===== src/rtl/fbg_pkg.sv =====
package fbg_pkg;
  localparam int DIV_W  = 16;
  localparam int FRAC_W = 6;
  localparam int DATA_W = 8;
  localparam int ADDR_W = 2;

  localparam logic [ADDR_W-1:0] A_DIV_LO = 2'd0;
  localparam logic [ADDR_W-1:0] A_DIV_HI = 2'd1;
  localparam logic [ADDR_W-1:0] A_MODE   = 2'd2;
  localparam logic [ADDR_W-1:0] A_PRESC  = 2'd3;

  localparam int MODE_BIT = 7;

  typedef struct packed {
    logic [DIV_W-1:0]  div;
    logic [FRAC_W-1:0] frac;
    logic              mode8;
    logic              presc;
  } fbg_cfg_t;
endpackage


===== src/rtl/fbg_regs.sv =====
module fbg_regs
  import fbg_pkg::*;
(
  input  logic              clk,
  input  logic              rst_n,
  input  logic              wr_en,
  input  logic [ADDR_W-1:0] wr_addr,
  input  logic [DATA_W-1:0] wr_data,
  input  logic [ADDR_W-1:0] rd_addr,
  output logic [DATA_W-1:0] rd_data,
  output fbg_cfg_t          cfg,
  output logic              restart
);
  localparam int HALF = DIV_W / 2;

  always_ff @(posedge clk or negedge rst_n) begin
    if (!rst_n) begin
      cfg <= '0;
    end else if (wr_en) begin
      unique case (wr_addr)
        A_DIV_LO: cfg.div[HALF-1:0]     <= wr_data[HALF-1:0];
        A_DIV_HI: cfg.div[DIV_W-1:HALF] <= wr_data[HALF-1:0];
        A_MODE: begin
          cfg.frac  <= wr_data[FRAC_W-1:0];
          cfg.mode8 <= wr_data[MODE_BIT];
        end
        default:  cfg.presc <= wr_data[0];
      endcase
    end
  end

  assign restart = wr_en;

  always_comb begin
    rd_data = '0;
    unique case (rd_addr)
      A_DIV_LO: rd_data = cfg.div[HALF-1:0];
      A_DIV_HI: rd_data = cfg.div[DIV_W-1:HALF];
      A_MODE: begin
        rd_data[FRAC_W-1:0] = cfg.frac;
        rd_data[MODE_BIT]   = cfg.mode8;
      end
      default:  rd_data[0] = cfg.presc;
    endcase
  end

  // a write to the mode register lands its fraction field next cycle
  a_r2_frac_written: assert property (@(posedge clk) disable iff (!rst_n)
    (wr_en && wr_addr == A_MODE) |=> cfg.frac == $past(wr_data[FRAC_W-1:0]));
endmodule


===== src/rtl/fbg_prescaler.sv =====
module fbg_prescaler #(
  parameter int RATIO = 4
) (
  input  logic clk,
  input  logic rst_n,
  input  logic restart,
  input  logic enable_div,
  output logic clk_en
);
  localparam int CW = (RATIO > 1) ? $clog2(RATIO) : 1;
  localparam logic [CW-1:0] LAST = CW'(RATIO - 1);

  logic [CW-1:0] cnt;

  always_ff @(posedge clk or negedge rst_n) begin
    if (!rst_n)                   cnt <= '0;
    else if (restart || !enable_div) cnt <= '0;
    else if (cnt == LAST)         cnt <= '0;
    else                          cnt <= cnt + 1'b1;
  end

  assign clk_en = enable_div ? (cnt == LAST) : 1'b1;

  // when dividing, enables are spaced, never in consecutive cycles
  a_r5_spaced: assert property (@(posedge clk) disable iff (!rst_n)
    (enable_div && clk_en && !restart) |=> !clk_en || !enable_div || restart);
endmodule


===== src/rtl/fbg_phase_div.sv =====
module fbg_phase_div #(
  parameter int DIV_W  = 16,
  parameter int FRAC_W = 6
) (
  input  logic              clk,
  input  logic              rst_n,
  input  logic              restart,
  input  logic              clk_en,
  input  logic [DIV_W-1:0]  div,
  input  logic [FRAC_W-1:0] frac,
  output logic              tick
);
  logic [DIV_W-1:0]  cnt;
  logic [FRAC_W-1:0] acc;
  logic [FRAC_W:0]   sum;
  logic              carry;
  logic [DIV_W:0]    limit;
  logic              active;
  logic              hit;

  assign sum    = {1'b0, acc} + {1'b0, frac};
  assign carry  = sum[FRAC_W];
  assign active = (div != '0);
  assign limit  = {1'b0, div} - 1'b1 + {{DIV_W{1'b0}}, carry};
  assign hit    = ({1'b0, cnt} == limit);
  assign tick   = clk_en && active && hit;

  always_ff @(posedge clk or negedge rst_n) begin
    if (!rst_n) begin
      cnt <= '0;
      acc <= '0;
    end else if (restart || !active) begin
      cnt <= '0;
      acc <= '0;
    end else if (clk_en) begin
      if (hit) begin
        cnt <= '0;
        acc <= sum[FRAC_W-1:0];
      end else begin
        cnt <= cnt + 1'b1;
      end
    end
  end

  // a write leaves the divider at a clean phase
  a_r8_restart_clears: assert property (@(posedge clk) disable iff (!rst_n)
    restart |=> (cnt == '0 && acc == '0));
  // the period counter never passes the current period length
  a_r4_cnt_bound: assert property (@(posedge clk) disable iff (!rst_n)
    active |-> ({1'b0, cnt} <= limit));
endmodule


===== src/rtl/fbg_bit_strobe.sv =====
module fbg_bit_strobe #(
  parameter int OSR_HI = 16,
  parameter int OSR_LO = 8
) (
  input  logic clk,
  input  logic rst_n,
  input  logic restart,
  input  logic mode8,
  input  logic samp_tick,
  output logic bit_tick
);
  localparam int CW = $clog2(OSR_HI);
  localparam logic [CW-1:0] LAST_HI = CW'(OSR_HI - 1);
  localparam logic [CW-1:0] LAST_LO = CW'(OSR_LO - 1);

  logic [CW-1:0] cnt;
  logic [CW-1:0] last;

  assign last     = mode8 ? LAST_LO : LAST_HI;
  assign bit_tick = samp_tick && (cnt == last);

  always_ff @(posedge clk or negedge rst_n) begin
    if (!rst_n)              cnt <= '0;
    else if (restart)        cnt <= '0;
    else if (samp_tick)      cnt <= (cnt == last) ? '0 : cnt + 1'b1;
  end
endmodule


===== src/rtl/frac_baud_gen.sv =====
module frac_baud_gen
  import fbg_pkg::*;
#(
  parameter int PRESC_RATIO = 4,
  parameter int OSR_HI      = 16,
  parameter int OSR_LO      = 8
) (
  input  logic              clk,
  input  logic              rst_n,
  input  logic              wr_en,
  input  logic [ADDR_W-1:0] wr_addr,
  input  logic [DATA_W-1:0] wr_data,
  input  logic [ADDR_W-1:0] rd_addr,
  output logic [DATA_W-1:0] rd_data,
  output logic              samp_tick,
  output logic              bit_tick
);
  fbg_cfg_t cfg;
  logic     restart;
  logic     clk_en;

  fbg_regs regs_i (
    .clk(clk), .rst_n(rst_n), .wr_en(wr_en), .wr_addr(wr_addr),
    .wr_data(wr_data), .rd_addr(rd_addr), .rd_data(rd_data),
    .cfg(cfg), .restart(restart)
  );

  fbg_prescaler #(.RATIO(PRESC_RATIO)) presc_i (
    .clk(clk), .rst_n(rst_n), .restart(restart),
    .enable_div(cfg.presc), .clk_en(clk_en)
  );

  fbg_phase_div #(.DIV_W(DIV_W), .FRAC_W(FRAC_W)) div_i (
    .clk(clk), .rst_n(rst_n), .restart(restart), .clk_en(clk_en),
    .div(cfg.div), .frac(cfg.frac), .tick(samp_tick)
  );

  fbg_bit_strobe #(.OSR_HI(OSR_HI), .OSR_LO(OSR_LO)) bit_i (
    .clk(clk), .rst_n(rst_n), .restart(restart), .mode8(cfg.mode8),
    .samp_tick(samp_tick), .bit_tick(bit_tick)
  );

  a_r6_zero_silent: assert property (@(posedge clk) disable iff (!rst_n)
    (cfg.div == '0) |-> (!samp_tick && !bit_tick));
  a_r7_bit_in_samp: assert property (@(posedge clk) disable iff (!rst_n)
    bit_tick |-> samp_tick);
  a_r5_tick_on_enable: assert property (@(posedge clk) disable iff (!rst_n)
    samp_tick |-> clk_en);
endmodule


===== config.mk =====
export PLATFORM = sky130hd
export DESIGN_NAME = frac_baud_gen
export DESIGN_NICKNAME = d
export VERILOG_FILES = /design/src/rtl/fbg_pkg.sv /design/src/rtl/fbg_regs.sv /design/src/rtl/fbg_prescaler.sv /design/src/rtl/fbg_phase_div.sv /design/src/rtl/fbg_bit_strobe.sv /design/src/rtl/frac_baud_gen.sv
export SDC_FILE = /design/constraint.sdc
export NUM_CORES = 1
export LEC_CHECK = 0
export ABC_CLOCK_PERIOD_IN_PS = 4600
export BUFFER_PORTS_ARGS = -buffer_cell sky130_fd_sc_hd__buf_4
export CAP_MARGIN = 10
export CORE_MARGIN = 5
export CORE_UTILIZATION = 47
export DETAILED_ROUTE_END_ITERATION = 8
export PLACE_DENSITY = 0.67
export SLEW_MARGIN = 20
export SYNTH_ARGS = -nofsm -noshare
export SYNTH_HDL_FRONTEND = slang
export SYNTH_SLANG_ARGS = --single-unit

===== constraint.sdc =====
create_clock -name clk -period 4.6 [get_ports clk]
set_input_delay 0.92 -clock clk [delete_from_list [all_inputs] [get_ports clk]]
set_output_delay 0.92 -clock clk [all_outputs]
set_load 0.1 [all_outputs]

==> flow_summary_export.csv <==
group,metric,value,unit
outcome,outcome,"finished with violations",
outcome,violations,"setup timing",
route,wirelength,7840,um
route,vias,2678,
worst_setup_path,reg2reg_depth,14,
power,seq_power_share,45.2,%
global_route,overflow,0,
place,dpl.cell_count,460,
global_route,grt_pass1_vias,2645,
final_layout,drive_gt1_share,25.5,%
clock_network,clock_latency,0.31,ns
clock_network,cts_buffers,5,
logic_synthesis,ys_types,56,
worst_setup_path,end_kind,"primary output",
final_layout,fin_util,55.2,%
place,dp_hpwl,5720,um
floorplanning,coreArea,7140,um^2
logic_synthesis,yosysWarningCount,0,
worst_setup_path,path_delay_family,"simple AND/OR/NAND/NOR gates",
power,p_sw,475,uW
power,peakVddDrop,0.146,mV
route,wire_per_inst,16.6,um
sta,min_period,4.71,ns
clock_network,tritoncts,"done",
sta,hold_viol_final,0,
sta,final.setup.worst_slack,-0.110,ns
route,firstDrtPassIters,4,
clock_network,clockBufferDepth,2,
sta,fin_hold_ws,0.452,ns
floorplanning,fp-row-count,31,
worst_setup_path,cp.arrival,3.79,ns
power,leakage,1.75,nW
logic_synthesis,syn_area_per_cell,9.81,um^2
clock_network,ctsRootBufferMaster,"clkbuf_8",
global_route,grtUsageTotal,18.4,%
global_route,grt_antenna_before_repair,0,
place,place.gp.congestion,0.903,
floorplanning,die_w,95.1,um
logic_synthesis,async_reset_ff_share,100,%
final_layout,area_growth,15.7,%
final_layout,final_nets,399,
worst_setup_path,critPathSlowestCell,"dfrtp_1",
logic_synthesis,syn_inst,347,
final_layout,num_antenna_cells,0,
logic_synthesis,syn-num-nets,374,
final_layout,final_area,3940,um^2
worst_setup_path,reg2reg_to,"div_i.cnt[12]",
floorplanning,initial_core_util,47.7,%
global_route,grt_pass1_wl,13000,um
power,p_comb_share,30.0,%
worst_setup_path,reg2reg_from,"regs_i.cfg[2]",
worst_setup_path,worstSetupPathType,"flop to primary output",
clock_network,clkTransAtPathRegs,0.10,ns
sta,tightest_slew,0.970,ns
route,drtAntennaViolNets,0,
floorplanning,ios,25,
logic_synthesis,ys.flop_type,"dfrtp_1",
logic_synthesis,synth_edf_count,0,
route,drt_iter0_drc,154,
floorplanning,die-area,9050,um^2
logic_synthesis,synth_seq_cells,52,
sta,setup_viol,2,
place,port_buffers,24,
floorplanning,die_h,95.1,um
worst_setup_path,path_max_fanout,3,
min_path,hp-class,"flop to flop",
sta,clock_skew,0.0110,ns
worst_setup_path,critPathLaunchType,"flop",
sta,setup-tns-final,-0.120,ns
worst_setup_path,crit_required,3.68,ns
min_path,whs_path_depth,1,
logic_synthesis,synth_area,3410,um^2
sta,max_slew_margin,34.8,%
sta,period_share,102,%
place,place_area,3740,um^2
logic_synthesis,ys_seq_area_share,38.2,%
worst_setup_path,path_cells,"ha_2 > fa_2 > a21oi_2 > o21bai_1 > a21o_1 > a21oi_2 > ha_2 > buf_4 > ha_4 > nor3b_4 > nand3_2 > or3_1 > xnor2_1 > and4b_2 > nand4b_4 > nor3_4 > buf_12",
worst_setup_path,rrSetupSlack,0.42,ns
sta,fmax,212,MHz
final_layout,fin_cells,472,
run,cap_viol_max_count,0,
clock_network,htreeDepth,2,
power,power.share.clock,24.9,%
worst_setup_path,slowest_delay,0.41,ns
route,route.detailed.drc,0,
min_path,min_to,"presc_i.cnt[0]",
worst_setup_path,cp_num_buf_inv,2,
global_route,grt_max_degree,53,
power,p_int,820,uW
min_path,min-delay-start,"presc_i.cnt[0]",
clock_network,cts_sinks,52,
route,vias_per_cell,5.67,
power,powerDensity,329,nW/um^2
sta,rsz0062_at_grt,"true",
power,p_sw_share,36.7,%
worst_setup_path,cp.depth,17,
sta,slew_viol_final,0,
[stage by stage]
step           worst slack, ns  power, mW
2_1_floorplan           -0.324      0.873
3_3_place_gp         0.0000131      0.963
3_5_place_dp            -0.102      0.970
4_1_cts                 -0.171       1.30
5_1_grt                 -0.283       1.36
6_report                -0.110       1.29
[metal layers]
metal	up-vias	track usage (%)	part of all wire, %
met2	44	31.3	49
met5	-	0	0
met4	0	6.25	1.4
met1	1323	24.1	46
li1	1305	-	-
met3	6	2.37	3.4
[layout by cell type, fill, tap and decap left out, types with 3 or more instances in the layout]
cell type | Yosys | final
nand2_1 | 30 | 30
clkbuf_8 | 0 | 5
mux2_2 | 23 | 23
xor2_1 | 16 | 16
o22ai_1 | 5 | 5
nand3_1 | 16 | 15
a21o_1 | 3 | 3
o21ai_0 | 15 | 14
or4_1 | 5 | 5
nand3b_1 | 6 | 6
a31oi_1 | 7 | 7
and3_1 | 8 | 8
xnor2_1 | 16 | 16
a21oi_2 | 1 | 3
ha_1 | 11 | 8
inv_1 | 15 | 14
nor2b_1 | 3 | 3
buf_4 | 1 | 35
a21oi_1 | 6 | 4
nor2_1 | 18 | 17
nor4_1 | 4 | 4
or3_1 | 5 | 5
nor3_1 | 5 | 3
dfrtp_1 | 52 | 52
mux2i_1 | 15 | 15
nand4_1 | 7 | 7
[cells by family after synthesis]
| kind of cell | Yosys count | share of synthesized area, % |
|---|---|---|
| AOI/OAI and AO/OA | 53 | 10.9 |
| buffers and inverters | 35 | 4.45 |
| DFF | 52 | 38.2 |
| adders and majority gates | 12 | 4.63 |
| xor gates and xnor gates | 32 | 8.23 |
| and+or+nand+nor | 124 | 20.9 |
| muxes | 39 | 12.7 |
[power by group through the flow]
stage                     logic (mW)  clock network, mW  registers, mW
final                          0.388              0.322          0.585
after global routing           0.421              0.348          0.592
after CTS                      0.383              0.333          0.583
after detailed placement       0.379                  0          0.591
after global placement         0.374                  0          0.588
after floorplan                0.325                  0          0.548
[worst reg2reg max path: stages, from the launching register on]
cell and delay, ns:
dfrtp_1 0.41, ha_2 0.20, fa_2 0.35, a21oi_2 0.12
o21bai_1 0.08, a21o_1 0.17, a21oi_2 0.11, ha_2 0.18
or4b_4 0.53, nor4_1 0.38, or4b_2 0.24, o311ai_4 0.12
nand3b_1 0.42, nand3b_1 0.39, o311ai_1 0.37
[cells in the mapped netlist, types with 2 or more instances]
| cell | instances | area [um^2] |
|---|---|---|
| o21bai_1 | 2 | 15.0 |
| nor4_1 | 4 | 25.0 |
| nand3b_1 | 6 | 45.0 |
| xnor2_1 | 16 | 140 |
| mux2_2 | 23 | 259 |
| a21oi_1 | 6 | 30.0 |
| o21ai_0 | 15 | 75.1 |
| or3_1 | 5 | 31.3 |
| nor3_1 | 5 | 25.0 |
| nor4b_1 | 2 | 17.5 |
| a21o_1 | 3 | 22.5 |
| a21boi_0 | 2 | 15.0 |
| mux2i_1 | 15 | 150 |
| inv_1 | 15 | 56.3 |
| o2111ai_1 | 2 | 17.5 |
| nand4_1 | 7 | 43.8 |
| and2_1 | 2 | 12.5 |
| and3_1 | 8 | 50.1 |
| o22ai_1 | 5 | 31.3 |
| ha_1 | 11 | 138 |
| nand3_1 | 16 | 80.1 |
| dfrtp_1 | 52 | 1300 |
| buf_6 | 2 | 22.5 |
| nand2_1 | 30 | 113 |
| nor2b_1 | 3 | 18.8 |
| clkbuf_1 | 16 | 60.1 |
| or2_2 | 2 | 12.5 |
| or4_1 | 5 | 37.5 |
| xor2_1 | 16 | 140 |
| o311ai_1 | 2 | 17.5 |
| nor2_1 | 18 | 67.6 |
| a31oi_1 | 7 | 43.8 |
[worst max path at each step]
stage                       start  endpoint  slack (ns)
global route        regs_i.cfg[2]  bit_tick       -0.28
global placement    regs_i.cfg[2]  bit_tick     0.00001
detailed placement  regs_i.cfg[2]  bit_tick       -0.10
CTS                 regs_i.cfg[2]  bit_tick       -0.17
floorplan            div_i.acc[0]  bit_tick       -0.32
finish              regs_i.cfg[2]  bit_tick       -0.11
[area by class of cell]
class | instances | area (um^2)
Fill cell | 634 | 3200
Multi-Input combinational cell | 260 | 2030
Sequential cell | 52 | 1300
Timing Repair Buffer | 38 | 314
Tap cell | 99 | 124
Clock buffer | 6 | 72.6
Inverter | 15 | 56.3
Clock inverter | 2 | 38.8
[state kept, by name, summed over array words and instances (netlist names)]
name         count
div_i.cnt       16
regs_i.cfg      24
div_i.acc        6
bit_i.cnt        4
presc_i.cnt      2
[timing repair]
action,4_1_cts,5_1_grt
setup endpoints to repair,2,2
pin swaps,10,3
resized for setup,9,6
buffers inserted,1,3
hold buffers,0,0
No activity file was read; power rests on OpenSTA's default activity.
